## src/rtl/sdclk_pkg.sv

```systemverilog
package sdclk_pkg;
    localparam int REG_W    = 32;
    localparam int CODE_W   = 8;
    localparam int POS_EN   = 8;
    localparam int POS_AUTO = 9;
    localparam int POS_DIV1 = 10;
    localparam int POS_SLOW = 16;
    localparam int HALF_W   = CODE_W + 2;

    typedef enum logic [1:0] {
        S_STOP = 2'd0,
        S_HIGH = 2'd1,
        S_LOW  = 2'd2,
        S_PASS = 2'd3
    } clk_state_e;
endpackage

```

## src/rtl/sdclk_ctrl_reg.sv

```systemverilog
module sdclk_ctrl_reg
    import sdclk_pkg::*;
#(
    parameter bit EXT_DIV = 1'b1
) (
    input  logic              clk,
    input  logic              rst_n,
    input  logic              wr_en,
    input  logic [REG_W-1:0]  wr_data,
    output logic [REG_W-1:0]  rd_data,
    output logic [CODE_W-1:0] code,
    output logic              en,
    output logic              auto_stop,
    output logic              div1,
    output logic              slow
);
    localparam logic [REG_W-1:0] CODE_MASK = REG_W'((64'd1 << CODE_W) - 64'd1);
    localparam logic [REG_W-1:0] CTRL_MASK = (REG_W'(1) << POS_EN) |
                                             (REG_W'(1) << POS_AUTO) |
                                             (REG_W'(1) << POS_DIV1);
    localparam logic [REG_W-1:0] SLOW_MASK = EXT_DIV ? (REG_W'(1) << POS_SLOW) : '0;
    localparam logic [REG_W-1:0] KEEP_MASK = CODE_MASK | CTRL_MASK | SLOW_MASK;

    logic [REG_W-1:0] word_q;

    always_ff @(posedge clk or negedge rst_n) begin
        if (!rst_n)
            word_q <= '0;
        else if (wr_en)
            word_q <= wr_data & KEEP_MASK;
    end

    assign rd_data   = word_q;
    assign code      = word_q[CODE_W-1:0];
    assign en        = word_q[POS_EN];
    assign auto_stop = word_q[POS_AUTO];
    assign div1      = word_q[POS_DIV1];
    assign slow      = word_q[POS_SLOW];

    p_readback_r2: assert property (@(posedge clk) disable iff (!rst_n)
        $past(wr_en) |-> (rd_data == ($past(wr_data) & KEEP_MASK)));
endmodule

```

## src/rtl/sdclk_ratio_dec.sv

```systemverilog
module sdclk_ratio_dec
    import sdclk_pkg::*;
#(
    parameter bit EXT_DIV = 1'b1
) (
    input  logic [CODE_W-1:0] code,
    input  logic              div1,
    input  logic              slow,
    output logic              pass,
    output logic [HALF_W-1:0] half
);
    logic slow_sel;
    logic [HALF_W-1:0] field_half;

    generate
        if (EXT_DIV) begin : g_slow
            assign slow_sel = slow;
        end else begin : g_no_slow
            logic unused_slow;
            assign unused_slow = slow;
            assign slow_sel    = 1'b0;
        end
    endgenerate

    // Highest set bit of the code field wins; an empty field means ratio 2.
    always_comb begin
        field_half = HALF_W'(1);
        for (int i = 0; i < CODE_W; i++) begin
            if (code[i])
                field_half = HALF_W'(2) << i;
        end
    end

    always_comb begin
        pass = div1;
        if (slow_sel)
            half = HALF_W'(1) << (CODE_W + 1);
        else
            half = field_half;
    end
endmodule

```

## src/rtl/sdclk_fsm.sv

```systemverilog
module sdclk_fsm
    import sdclk_pkg::*;
(
    input  logic              clk,
    input  logic              rst_n,
    input  logic              run_ok,
    input  logic              sel_pass,
    input  logic [HALF_W-1:0] sel_half,
    output logic              card_clk
);
    clk_state_e        state_q, state_d;
    logic [HALF_W-1:0] cnt_q, cnt_d;
    logic [HALF_W-1:0] half_q, half_d;
    logic              div_q;
    logic              pass_en_q;

    // Next-state logic
    always_comb begin
        state_d = state_q;
        cnt_d   = cnt_q;
        half_d  = half_q;
        unique case (state_q)
            S_STOP: begin
                if (run_ok) begin
                    if (sel_pass) begin
                        state_d = S_PASS;
                    end else begin
                        state_d = S_HIGH;
                        half_d  = sel_half;
                        cnt_d   = sel_half - HALF_W'(1);
                    end
                end
            end
            S_HIGH: begin
                if (cnt_q == '0) begin
                    state_d = S_LOW;
                    cnt_d   = half_q - HALF_W'(1);
                end else begin
                    cnt_d = cnt_q - HALF_W'(1);
                end
            end
            S_LOW: begin
                if (cnt_q != '0) begin
                    cnt_d = cnt_q - HALF_W'(1);
                end else if (!run_ok) begin
                    state_d = S_STOP;
                end else if (sel_pass) begin
                    state_d = S_PASS;
                end else begin
                    state_d = S_HIGH;
                    half_d  = sel_half;
                    cnt_d   = sel_half - HALF_W'(1);
                end
            end
            S_PASS: begin
                if (!run_ok || !sel_pass)
                    state_d = S_STOP;
            end
        endcase
    end

    // State register
    always_ff @(posedge clk or negedge rst_n) begin
        if (!rst_n) begin
            state_q <= S_STOP;
            cnt_q   <= '0;
            half_q  <= HALF_W'(1);
        end else begin
            state_q <= state_d;
            cnt_q   <= cnt_d;
            half_q  <= half_d;
        end
    end

    // Outputs: registered divided level, pass gate retimed on the falling edge
    always_ff @(posedge clk or negedge rst_n) begin
        if (!rst_n)
            div_q <= 1'b0;
        else
            div_q <= (state_d == S_HIGH);
    end

    always_ff @(negedge clk or negedge rst_n) begin
        if (!rst_n)
            pass_en_q <= 1'b0;
        else
            pass_en_q <= (state_q == S_PASS);
    end

    assign card_clk = div_q | (clk & pass_en_q);

    p_stop_entry_r7: assert property (@(posedge clk) disable iff (!rst_n)
        (state_q == S_STOP && $past(state_q) != S_STOP) |->
        ($past(state_q) == S_LOW || $past(state_q) == S_PASS));

    p_idle_hold_r9: assert property (@(posedge clk) disable iff (!rst_n)
        (state_q == S_STOP && !run_ok) |=> (state_q == S_STOP));

    p_half_hold_r8: assert property (@(posedge clk) disable iff (!rst_n)
        (state_q == S_LOW) |-> $stable(half_q));

    p_cnt_range_r3: assert property (@(posedge clk) disable iff (!rst_n)
        (state_q == S_HIGH || state_q == S_LOW) |-> (cnt_q < half_q));

    p_pass_sel_r5: assert property (@(posedge clk) disable iff (!rst_n)
        (state_q == S_PASS) |-> $past(sel_pass));
endmodule

```

## src/rtl/sdclk_gen.sv

```systemverilog
module sdclk_gen
    import sdclk_pkg::*;
#(
    parameter bit EXT_DIV = 1'b1
) (
    input  logic              clk_ref,
    input  logic              rst_n,
    input  logic              wr_en,
    input  logic [REG_W-1:0]  wr_data,
    input  logic              cmd_busy,
    input  logic              dat_busy,
    output logic [REG_W-1:0]  rd_data,
    output logic              card_clk
);
    logic [CODE_W-1:0] code;
    logic              en, auto_stop, div1, slow;
    logic              sel_pass;
    logic [HALF_W-1:0] sel_half;
    logic              run_ok;

    sdclk_ctrl_reg #(.EXT_DIV(EXT_DIV)) i_reg (
        .clk       (clk_ref),
        .rst_n     (rst_n),
        .wr_en     (wr_en),
        .wr_data   (wr_data),
        .rd_data   (rd_data),
        .code      (code),
        .en        (en),
        .auto_stop (auto_stop),
        .div1      (div1),
        .slow      (slow)
    );

    sdclk_ratio_dec #(.EXT_DIV(EXT_DIV)) i_dec (
        .code (code),
        .div1 (div1),
        .slow (slow),
        .pass (sel_pass),
        .half (sel_half)
    );

    assign run_ok = en & (~auto_stop | cmd_busy | dat_busy);

    sdclk_fsm i_fsm (
        .clk      (clk_ref),
        .rst_n    (rst_n),
        .run_ok   (run_ok),
        .sel_pass (sel_pass),
        .sel_half (sel_half),
        .card_clk (card_clk)
    );
endmodule

```

## config.mk

```make
export PLATFORM = sky130hd
export DESIGN_NAME = sdclk_gen
export DESIGN_NICKNAME = d
export VERILOG_FILES = /design/src/rtl/sdclk_pkg.sv /design/src/rtl/sdclk_ctrl_reg.sv /design/src/rtl/sdclk_ratio_dec.sv /design/src/rtl/sdclk_fsm.sv /design/src/rtl/sdclk_gen.sv
export SDC_FILE = /design/constraint.sdc
export NUM_CORES = 1
export LEC_CHECK = 0
export BUFFER_PORTS_ARGS = -buffer_cell sky130_fd_sc_hd__buf_2
export CAP_MARGIN = 20
export CORE_MARGIN = 2
export CORE_UTILIZATION = 30
export CTS_CLUSTER_SIZE = 10
export DETAILED_ROUTE_END_ITERATION = 7
export PLACE_DENSITY = 0.48
export SETUP_SLACK_MARGIN = 0.02
export SLEW_MARGIN = 20
export SYNTH_ARGS = -nofsm -noshare
export SYNTH_HDL_FRONTEND = slang
export SYNTH_SLANG_ARGS = --single-unit
```

## constraint.sdc

```tcl
create_clock -name clk_ref -period 3 [get_ports clk_ref]
set_input_delay 0.9 -clock clk_ref [delete_from_list [all_inputs] [get_ports clk_ref]]
set_output_delay 0.9 -clock clk_ref [all_outputs]
set_load 0.02 [all_outputs]
```

==> reports/metrics.yaml <==
flow_run:
  maxCapViolations: 0
cells_and_area:
  fillerInstances: 865
  final_common_cell: "dfrtp_1"
  area_delta_synth_final_pct: 12.6
  nets: 344
  n_antenna_cell: 0
  layout_common_cells: "dfrtp_1, buf_2, conb_1"
  drive_above_1_share_pct: 25.8
  fin_util_pct: 34.7
synthesis:
  synth_top_family_by_area: "simple AND/OR/NAND/NOR gates"
  synth_compound_area_share_pct: 14.8
  yosysWarnings: 0
  synth_xor_area_share_pct: 4.15
  syn_inst: 265
  synth_fa_ha_area_share_pct: 4.45
  synth_area_sq_um: 2530
  ys.flop_type: "dfrtp_1"
  ys_types: 63
  seq_area_frac_synth_pct: 35.6
  synth_edf_count: 0
  async_flop_share_pct: 100
  synth-simple-area-share_pct: 21.2
  synth_mux_area_share_pct: 8.35
  synth-seq-cells: 36
  syn-mean-instance-area_sq_um: 9.56
power_and_ir_drop:
  swShare_pct: 42.8
  power_frac_comb_pct: 50.5
  pwr-share-clk_pct: 19.5
  power-per-cell-area_nw_per_um2: 904
  seqPwrFrac_pct: 30.1
  p_int_uw: 1470
  peakVddDrop_uv: 281
  switchingPower_uw: 1100
  p_leak_uw: 0.00129
routing:
  drc: 0
  drt-total-wl_microns: 5860
  post_drt_wl_per_cell_microns: 14.5
  antenna_left: 0
  first_iter_violations: 100
  firstDrtPassIters: 4
  vias: 2016
  vias_per_cell: 4.99
floorplan:
  die_x_microns: 95.9
  initial_core_util_pct: 30.8
  ioPinCount: 70
  die_h_microns: 95.9
  core_sq_um: 8220
  die-area_sq_um: 9190
  num_rows: 33
placement:
  gp_congestion: 0.826
  portBuffers: 29
  dp_hpwl_microns: 4380
sta:
  worst_pin_slew_ns: 0.521
  final_hold_viol_count: 0
  slew_headroom_pct: 64.3
  setup_violations: 1
  setup_slack_ns: -0.446
  maxSlewViolCount: 0
  setup_tns_ns: -0.446
  skew_ns: 0.0206
  rsz0062_at_grt: "yes"
global_routing:
  grt_pass1_wl_microns: 9920
  grt_util_all_layers_pct: 14.4
  grt_max_degree: 36
  antenna_found_initial: 0
  grt_pass1_vias: 2008
  overflow: 0
clocking:
  cts_tree: "done"
  clock_latency_ns: 0.41
  post_cts_buffers: 0
  path_clk_slew_ns: 0.07
hold_path:
  hold_class: "reg2reg"
worst_setup_path:
  r2r_cells: 10
  r2r_start: "i_reg.rd_data[6]"
  rrSetupSlack_ns: 0.59
  crit_fanout: 1
  path_class: "reg2out"
  worst_r2r_endpoint: "i_fsm.cnt_q[8]"
  crit_path_start: "i_fsm.pass_en_q"
  crit_end: "card_clk"
  cp-end-kind: "output port"
  required_ns: 2.10
  arrival_ns: 2.55
  start_kind: "flip-flop"
outcome:
  status: "finished, violations left"
  violations: "negative setup slack"
-- routing by layer --
layer  wire, microns  track usage (%)  vias to the layer above  share of wire [%]
met1            2830             19.1                      958                 48
met2            2700             22.2                       52                 46
li1                -                -                      998                  -
met4              87             5.48                        0                1.5
met3             230             3.99                        8                3.9
met5               0                0                        -                  0
-- worst min-delay path by stage --
stage,from,endpoint,slack (ns),depth (start not counted)
CTS,i_reg.rd_data[9],i_reg.rd_data[9],0.54,1
detailed placement,i_reg.rd_data[9],i_reg.rd_data[9],0.52,1
global placement,i_fsm.half_q[9],i_fsm.half_q[9],0.52,1
floorplan,i_reg.rd_data[9],i_reg.rd_data[9],0.50,1
global route,i_fsm.half_q[9],i_fsm.half_q[9],0.57,1
finish,i_fsm.half_q[9],i_fsm.half_q[9],0.54,1
-- cell families (layout without fill, tap and decap cells) --
family          after synthesis  in the layout
compound gates               53             53
other cells                   1             20
flops                        36             36
fa+ha+maj                     9              9
mux                          19             19
simple gates                 87             87
buf+inv                      48             63
xor+xnor                     12             12
-- sequential cells by signal (all words and copies together), names as in the netlist --
register,flops
i_fsm.pass_en_q,1
i_fsm.div_q,1
i_fsm.state_q,2
i_fsm.cnt_q,10
i_reg.rd_data,12
i_fsm.half_q,10
-- power by group through the flow --
stage / clock network [uW] / registers, uW / logic [uW]
final: 502 / 775 / 1300
after global routing: 556 / 802 / 1450
after floorplan: 17.2 / 756 / 1040
after CTS: 524 / 776 / 1310
after detailed placement: 23.3 / 785 / 1300
after global placement: 23.3 / 781 / 1300
-- repair_timing --
item / CTS / global route
setup endpoints to repair: 1 / 1
hold buffers: 0 / 0
pin swaps: 0 / 0
cloned: 0 / 0
gates resized for setup: 2 / 0
-- critical path, stage by stage, from the launching register on --
cell	delay, ns
dfrtn_1	0.39
a21o_1	0.13
buf_6	0.12
-- area by class of cell --
class	count	area (sq um)	share of cell area [%]
Timing Repair Buffer	36	200	7.02
Tap cell	105	131	4.61
Inverter	15	56.3	1.97
Multi-Input combinational cell	200	1420	49.6
Sequential cell	36	902	31.6
Clock inverter	1	7.51	0.263
Clock buffer	11	139	4.87
-- synth_stat cells (2+ instances only) --
library cell | instances | area (sq um)
dfrtp_1 | 34 | 851
buf_4 | 24 | 180
mux2_2 | 17 | 191
inv_1 | 15 | 56.3
nor2_1 | 13 | 48.8
o21ai_0 | 13 | 65.1
nor3_1 | 11 | 55.1
ha_1 | 9 | 113
a21oi_1 | 8 | 40.0
nand2_1 | 7 | 26.3
nand3_1 | 7 | 35.0
xnor2_1 | 7 | 61.3
and2_1 | 5 | 31.3
nand2b_1 | 5 | 31.3
nor4_1 | 5 | 31.3
or4_1 | 5 | 37.5
xor2_1 | 5 | 43.8
a2111oi_0 | 4 | 35.0
and3_1 | 4 | 25.0
clkbuf_1 | 4 | 15.0
nand3b_1 | 4 | 30.0
o221ai_1 | 4 | 35.0
a32oi_1 | 3 | 26.3
nand4_1 | 3 | 18.8
a211o_1 | 2 | 17.5
a211o_2 | 2 | 20.0
a21o_1 | 2 | 15.0
and4_1 | 2 | 17.5
clkbuf_4 | 2 | 15.0
mux2i_1 | 2 | 20.0
nor2b_1 | 2 | 12.5
o22ai_1 | 2 | 12.5
or3_1 | 2 | 12.5
or3b_2 | 2 | 17.5
-- metrics by stage --
stage | setup WS, ns | total power, uW | cells | hold WS, ns | area (sq um)
2_1_floorplan | 0.0379 | 1810 | 284 | 0.497 | 2600
3_3_place_gp | -0.000113 | 2110 | 393 | 0.523 | 2710
3_5_place_dp | -0.0164 | 2100 | 393 | 0.525 | 2710
4_1_cts | -0.470 | 2600 | 404 | 0.543 | 2850
5_1_grt | -0.490 | 2810 | 404 | 0.570 | 2850
6_report | -0.446 | 2580 | 404 | 0.535 | 2850
No activity file was read; power rests on OpenSTA's default activity.
